### src/rtl/dram_lat_pkg.sv
package dram_lat_pkg;

    localparam int CLS_W = 2;
    localparam logic [CLS_W-1:0] CLS_FAST = 2'd0;
    localparam logic [CLS_W-1:0] CLS_MID  = 2'd1;
    localparam logic [CLS_W-1:0] CLS_STD  = 2'd2;

    typedef enum logic [1:0] {
        OP_ACT = 2'd0,
        OP_RD  = 2'd1,
        OP_WR  = 2'd2,
        OP_PRE = 2'd3
    } cmd_op_e;

    typedef enum logic [1:0] {
        S_CLOSED      = 2'd0,
        S_ACTIVATING  = 2'd1,
        S_OPEN        = 2'd2,
        S_PRECHARGING = 2'd3
    } bank_state_e;

    // Class code to wait in cycles; codes above the middle class fall back to standard.
    function automatic int unsigned cls_to_cycles(input logic [CLS_W-1:0] cls,
                                                  input int unsigned fast_c,
                                                  input int unsigned mid_c,
                                                  input int unsigned std_c);
        unique case (cls)
            CLS_FAST: return fast_c;
            CLS_MID:  return mid_c;
            default:  return std_c;
        endcase
    endfunction

endpackage

### src/rtl/lat_class_table.sv
module lat_class_table
    import dram_lat_pkg::*;
#(
    parameter int IDX_W = 2,
    localparam int DEPTH = 1 << IDX_W
) (
    input  logic                   clk,
    input  logic                   rst_n,
    input  logic                   wr_en,
    input  logic [IDX_W-1:0]       wr_idx,
    input  logic [CLS_W-1:0]       wr_class,
    input  logic [IDX_W-1:0]       rd_idx,
    output logic [CLS_W-1:0]       rd_class,
    output logic [DEPTH*CLS_W-1:0] contents
);

    logic [DEPTH*CLS_W-1:0] mem_q;

    always_ff @(posedge clk) begin
        if (!rst_n) begin
            mem_q <= {DEPTH{CLS_STD}};
        end else if (wr_en) begin
            mem_q[wr_idx*CLS_W +: CLS_W] <= wr_class;
        end
    end

    assign rd_class = mem_q[rd_idx*CLS_W +: CLS_W];
    assign contents = mem_q;

endmodule

### src/rtl/bank_timer.sv
module bank_timer
    import dram_lat_pkg::*;
#(
    parameter int TMR_W = 4
) (
    input  logic             clk,
    input  logic             rst_n,
    input  logic             act_go,
    input  logic             pre_go,
    input  logic [TMR_W-1:0] act_cyc,
    input  logic [TMR_W-1:0] pre_cyc,
    output logic             act_rdy,
    output logic             col_rdy,
    output logic             pre_rdy,
    output logic             busy
);

    bank_state_e state_q, state_d;
    logic [TMR_W-1:0] tmr_q, tmr_d;

    always_comb begin
        state_d = state_q;
        tmr_d   = tmr_q;
        unique case (state_q)
            S_CLOSED: begin
                if (act_go) begin
                    state_d = S_ACTIVATING;
                    tmr_d   = act_cyc - TMR_W'(1);
                end
            end
            S_ACTIVATING: begin
                if (tmr_q == '0) state_d = S_OPEN;
                else             tmr_d   = tmr_q - TMR_W'(1);
            end
            S_OPEN: begin
                if (pre_go) begin
                    state_d = S_PRECHARGING;
                    tmr_d   = pre_cyc - TMR_W'(1);
                end
            end
            S_PRECHARGING: begin
                if (tmr_q == '0) state_d = S_CLOSED;
                else             tmr_d   = tmr_q - TMR_W'(1);
            end
        endcase
    end

    always_ff @(posedge clk) begin
        if (!rst_n) begin
            state_q <= S_CLOSED;
            tmr_q   <= '0;
        end else begin
            state_q <= state_d;
            tmr_q   <= tmr_d;
        end
    end

    always_comb begin
        act_rdy = 1'b0;
        col_rdy = 1'b0;
        pre_rdy = 1'b0;
        busy    = 1'b0;
        unique case (state_q)
            S_CLOSED:      act_rdy = 1'b1;
            S_OPEN:        begin col_rdy = 1'b1; pre_rdy = 1'b1; end
            S_ACTIVATING,
            S_PRECHARGING: busy = 1'b1;
        endcase
    end

    assert_closed_next_R6: assert property (@(posedge clk) disable iff (!rst_n)
        state_q == S_CLOSED |=> (state_q == S_CLOSED || state_q == S_ACTIVATING));

    assert_open_next_R10: assert property (@(posedge clk) disable iff (!rst_n)
        state_q == S_OPEN |=> (state_q == S_OPEN || state_q == S_PRECHARGING));

    assert_act_leads_open_R2: assert property (@(posedge clk) disable iff (!rst_n)
        state_q == S_ACTIVATING |=> (state_q == S_ACTIVATING || state_q == S_OPEN));

    assert_count_down_R3: assert property (@(posedge clk) disable iff (!rst_n)
        (busy && tmr_q != '0) |=> (busy && tmr_q == $past(tmr_q) - TMR_W'(1)));

endmodule

### src/rtl/dram_lat_select.sv
module dram_lat_select
    import dram_lat_pkg::*;
#(
    parameter int NUM_BANKS = 4,
    parameter int RCD_IDX_W = 2,
    parameter int RP_IDX_W  = 3,
    parameter int CYC_FAST  = 6,
    parameter int CYC_MID   = 8,
    parameter int CYC_STD   = 11,
    localparam int BANK_W    = $clog2(NUM_BANKS),
    localparam int TBL_IDX_W = (RCD_IDX_W > RP_IDX_W) ? RCD_IDX_W : RP_IDX_W,
    localparam int TMR_W     = $clog2(CYC_STD + 1)
) (
    input  logic                 clk,
    input  logic                 rst_n,
    input  logic                 cmd_vld,
    input  logic [1:0]           cmd_op,
    input  logic [BANK_W-1:0]    cmd_bank,
    input  logic [RCD_IDX_W-1:0] cmd_rcd_rgn,
    input  logic [RP_IDX_W-1:0]  cmd_rp_rgn,
    input  logic                 cmd_next_known,
    input  logic                 tbl_wr_en,
    input  logic                 tbl_wr_sel,
    input  logic [TBL_IDX_W-1:0] tbl_wr_idx,
    input  logic [1:0]           tbl_wr_class,
    output logic [NUM_BANKS-1:0] act_rdy,
    output logic [NUM_BANKS-1:0] col_rdy,
    output logic [NUM_BANKS-1:0] pre_rdy
);

    localparam int RCD_DEPTH = 1 << RCD_IDX_W;
    localparam int RP_DEPTH  = 1 << RP_IDX_W;

    logic [NUM_BANKS-1:0] bank_busy;
    logic                 any_busy;
    logic                 rcd_we, rp_we;
    logic [CLS_W-1:0]     rcd_cls, rp_cls, rp_cls_eff;
    logic [TMR_W-1:0]     act_cyc, pre_cyc;
    logic [RCD_DEPTH*CLS_W-1:0] rcd_vec;
    logic [RP_DEPTH*CLS_W-1:0]  rp_vec;

    assign any_busy = |bank_busy;
    assign rcd_we   = tbl_wr_en && !any_busy && !tbl_wr_sel;
    assign rp_we    = tbl_wr_en && !any_busy &&  tbl_wr_sel;

    lat_class_table #(.IDX_W(RCD_IDX_W)) u_rcd_tbl (
        .clk(clk), .rst_n(rst_n), .wr_en(rcd_we),
        .wr_idx(tbl_wr_idx[RCD_IDX_W-1:0]), .wr_class(tbl_wr_class),
        .rd_idx(cmd_rcd_rgn), .rd_class(rcd_cls), .contents(rcd_vec)
    );

    lat_class_table #(.IDX_W(RP_IDX_W)) u_rp_tbl (
        .clk(clk), .rst_n(rst_n), .wr_en(rp_we),
        .wr_idx(tbl_wr_idx[RP_IDX_W-1:0]), .wr_class(tbl_wr_class),
        .rd_idx(cmd_rp_rgn), .rd_class(rp_cls), .contents(rp_vec)
    );

    assign rp_cls_eff = cmd_next_known ? rp_cls : CLS_STD;
    assign act_cyc = TMR_W'(cls_to_cycles(rcd_cls, CYC_FAST, CYC_MID, CYC_STD));
    assign pre_cyc = TMR_W'(cls_to_cycles(rp_cls_eff, CYC_FAST, CYC_MID, CYC_STD));

    for (genvar b = 0; b < NUM_BANKS; b++) begin : g_bank
        logic hit;
        assign hit = cmd_vld && (cmd_bank == BANK_W'(b));
        bank_timer #(.TMR_W(TMR_W)) u_tmr (
            .clk(clk), .rst_n(rst_n),
            .act_go(hit && cmd_op == OP_ACT),
            .pre_go(hit && cmd_op == OP_PRE),
            .act_cyc(act_cyc), .pre_cyc(pre_cyc),
            .act_rdy(act_rdy[b]), .col_rdy(col_rdy[b]), .pre_rdy(pre_rdy[b]),
            .busy(bank_busy[b])
        );
    end

    assert_tbl_frozen_R8: assert property (@(posedge clk) disable iff (!rst_n)
        any_busy |=> ($stable(rcd_vec) && $stable(rp_vec)));

    assert_bank_isolated_R9: assert property (@(posedge clk) disable iff (!rst_n)
        !cmd_vld |=> ($stable(act_rdy) || any_busy || $past(any_busy)));

endmodule

### config.mk
export PLATFORM = sky130hd
export DESIGN_NAME = dram_lat_select
export DESIGN_NICKNAME = d
export VERILOG_FILES = /design/src/rtl/dram_lat_pkg.sv /design/src/rtl/lat_class_table.sv /design/src/rtl/bank_timer.sv /design/src/rtl/dram_lat_select.sv
export SDC_FILE = /design/constraint.sdc
export NUM_CORES = 1
export LEC_CHECK = 0
export ABC_AREA = 0
export BUFFER_PORTS_ARGS = -buffer_cell sky130_fd_sc_hd__buf_2
export CAP_MARGIN = 20
export CORE_ASPECT_RATIO = 2
export CORE_MARGIN = 3
export CORE_UTILIZATION = 35
export DETAILED_ROUTE_END_ITERATION = 8
export HOLD_SLACK_MARGIN = 0.02
export SETUP_SLACK_MARGIN = 0.3
export SLEW_MARGIN = 0
export SYNTH_ARGS = -nofsm -noshare
export SYNTH_HDL_FRONTEND = slang
export SYNTH_SLANG_ARGS = --single-unit
### constraint.sdc
create_clock -name clk -period 2.12 [get_ports clk]
set_clock_uncertainty 0.05 [all_clocks]
set_input_delay 0.212 -clock clk [delete_from_list [all_inputs] [get_ports clk]]
set_output_delay 0.212 -clock clk [all_outputs]
set_load 0.005 [all_outputs]
==> summary.md <==
| Metric | Value |
|---|---|
| Status | `completed` |
| Crit end category | `flip-flop` |
| Worst vdd ir | `0.580 mV` |
| Synthesis Warnings | `0` |
| Max Slew Vio Count | `0` |
| Fin area | `0.00434 mm^2` |
| Worst EP required | `2260 ps` |
| Fin. Hold Viols | `0` |
| Layout cells sized above 1 | `40.0%` |
| TritonRoute pass-1 iters | `4` |
| Critical Path Source Type | `flip-flop` |
| First-pass GRT wire length | `14.5 mm` |
| RD Place Congestion | `0.907` |
| Hold-fix buffers, CTS | `0` |
| CTS sink count | `48` |
| Routed WL per cell | `16.4 um` |
| Max Clk Rate | `489 MHz` |
| Die W | `74.7 um` |
| Htree depth | `2` |
| Final Critical Period | `2050 ps` |
| Vias in the first global route | `3,077` |
| Core box area | `0.00907 mm^2` |
| Worst hold path type | `in2reg` |
| Max-cap violation count | `0` |
| Placed Area | `0.00376 mm^2` |
| RSZ-0062 raised after global routing | `yes` |
| Slew @ Worst Pin | `592 ps` |
| PwrDens | `1140 mW/mm^2` |
| CTS tree | `yes` |
| Setup Crit Path Kind | `reg2reg` |
| Top_reg_cell synth | `dfxtp_1` |
| Distinct cells, synth | `51` |
| Peak fanout along the critical path | `4` |
| Most frequent cells in the layout | `40 x nand2_1, 36 x nor2_1, 36 x dfxtp_1` |
| Final setup margin | `73.7 ps` |
| Initial antenna violation count | `0` |
| FF+latch count, synth | `48` |
| Post-synthesis net count | `434` |
| Dpl ws | `-131 ps` |
| Post-synthesis cell area | `0.00330 mm^2` |
| P_leak | `1.71 nW` |
| Max-slew headroom | `60.4%` |
| Via/cell ratio | `5.48` |
| PortBufs | `31` |
| Cts bufs inserted | `5` |
| Detailed-route DRC error count | `0` |
| Fin crit share | `96.5%` |
| Setup TNS Final | `0 ps` |
| Final core utilization | `47.8%` |
| Mapped Cells | `382` |
| GRT Resource Usage Total | `17.6%` |
| Starting density of the core | `36.4%` |
| Post-synth EDFFs | `0` |
| DR iter-0 viols | `170` |
| Fin nets | `486` |
| Row cnt | `49` |
| Grt ovf | `0` |
| Number of primary I/O pins | `32` |
| Worst-path clk slew | `70 ps` |
| Largest net degree at the start of global routing | `32` |
| Buffer depth of the longest clock path | `2` |
| Dpl hpwl | `6.80 mm` |
| Post-synth top area cell | `dfxtp_1` |
| Layout area overhead | `31.4%` |
| Die Height | `143 um` |
| Clock tree root driver cell | `clkbuf_16` |
| Final ANT Viol Nets | `0` |
| Ant. Diodes | `0` |
| Aggregate routed wire length | `8.81 mm` |
| Worst skew pair latency | `300 ps` |
| Reg2reg setup slack | `70 ps` |
| Seq/Total Area, Yosys | `29.1%` |
| Synth area leaders | `dfxtp_1 29%, ha_1 12%, nand2_1 4.9%, mux2i_1 4.5%, nor2_1 4.1%` |
| Yosys top cell area share | `29.1%` |
| Die area | `0.0107 mm^2` |
| Mapped Avg Cell Area | `8.65 um^2` |
| Commonest non-fill, non-tap cell in the layout | `nand2_1` |
| FFs w/ async S/R, synth | `0%` |
| Crit path DAT | `2190 ps` |
| Vias | `2,944` |
| Final setup viols | `0` |
[per-layer routing]
metal | part of all wire [%] | global-route usage (%)
met3 | 2.7 | 2.17
met5 | 0 | 0
met2 | 58 | 33.5
met4 | 4.2 | 9.76
met1 | 35 | 17.4
[power breakdown]
group / leakage (nW) / internal (mW) / switching, mW
combinational: 1.24 / 1.34 / 1.54
sequential: 0.394 / 1.09 / 0.173
clock: 0.0736 / 0.436 / 0.365
total: 1.71 / 2.86 / 2.08
[worst max-delay path, stage by stage (launching register included)]
cell and delay (ps):
dfxtp_2 320, mux4_2 480, and3b_1 190, o21ai_2 170, ha_4 170, inv_6 50
a21oi_2 120, o21ai_1 70, and3_1 160, o21a_1 160
[through the flow]
stage	std cells	hold slack [ps]	power, mW
floorplan	382	290	3.07
global placement	515	397	3.58
detailed placement	515	397	3.63
CTS	529	186	4.69
global route	537	217	5.30
finish	537	194	4.95
[Yosys cell counts, drive strengths merged, types with 7 or more instances]
cell type and instances:
nand2 46, dfxtp 48, inv 26, buf 13, nand3b 9, a21oi 25
ha 32, nand2b 8, o21ai 13, nor2 36, clkbuf 9, nor3b 7
nor3 11, mux2i 15, a221oi 10
[state kept, by name, indices dropped and copies added, names as in the netlist]
| signal | cells |
|---|---|
| g_bank.u_tmr.tmr_q | 16 |
| u_rp_tbl.contents | 16 |
| g_bank.u_tmr.state_q | 8 |
| u_rcd_tbl.contents | 8 |
[what timing repair did]
item / in CTS / in global routing
endpoints found under the setup margin: 48 / 47
resized for setup: 48 / 39
buffers inserted: 6 / 8
hold endpoints to repair: 0 / 0
pin swaps: 36 / 19
[logic make-up (layout without fill, tap and decap cells)]
kind of cell / after synthesis / in the layout / synth area share, %
buffers and inverters: 48 / 101 / 7.04
adders and majority gates: 32 / 32 / 12.1
AOI/OAI and AO/OA: 74 / 74 / 15.7
xor gates and xnor gates: 8 / 8 / 2.12
muxes: 21 / 21 / 8.63
and+or+nand+nor: 151 / 151 / 25.3
DFF: 48 / 48 / 29.1
[worst paths after layout]
check / from / depth (start not counted) / end
worst max-delay path: u_rp_tbl.contents[14] / 9 / g_bank[0].u_tmr.tmr_q[2]
worst min-delay path: tbl_wr_class[1] / 3 / u_rp_tbl.contents[9]
worst min register to register: u_rp_tbl.contents[15] / 1 / u_rp_tbl.contents[15]
worst max register to register: u_rp_tbl.contents[14] / 9 / g_bank[0].u_tmr.tmr_q[2]
[area by class of cell]
cell class	count	area (um^2)
clock inverters	3	18.8
fillers	854	4730
repair buffers	67	455
flip-flops and latches	48	986
clock buffers	5	125
well taps	102	128
inverters	26	110
multi-input cells	286	2520
No activity file was read; power rests on OpenSTA's default activity.
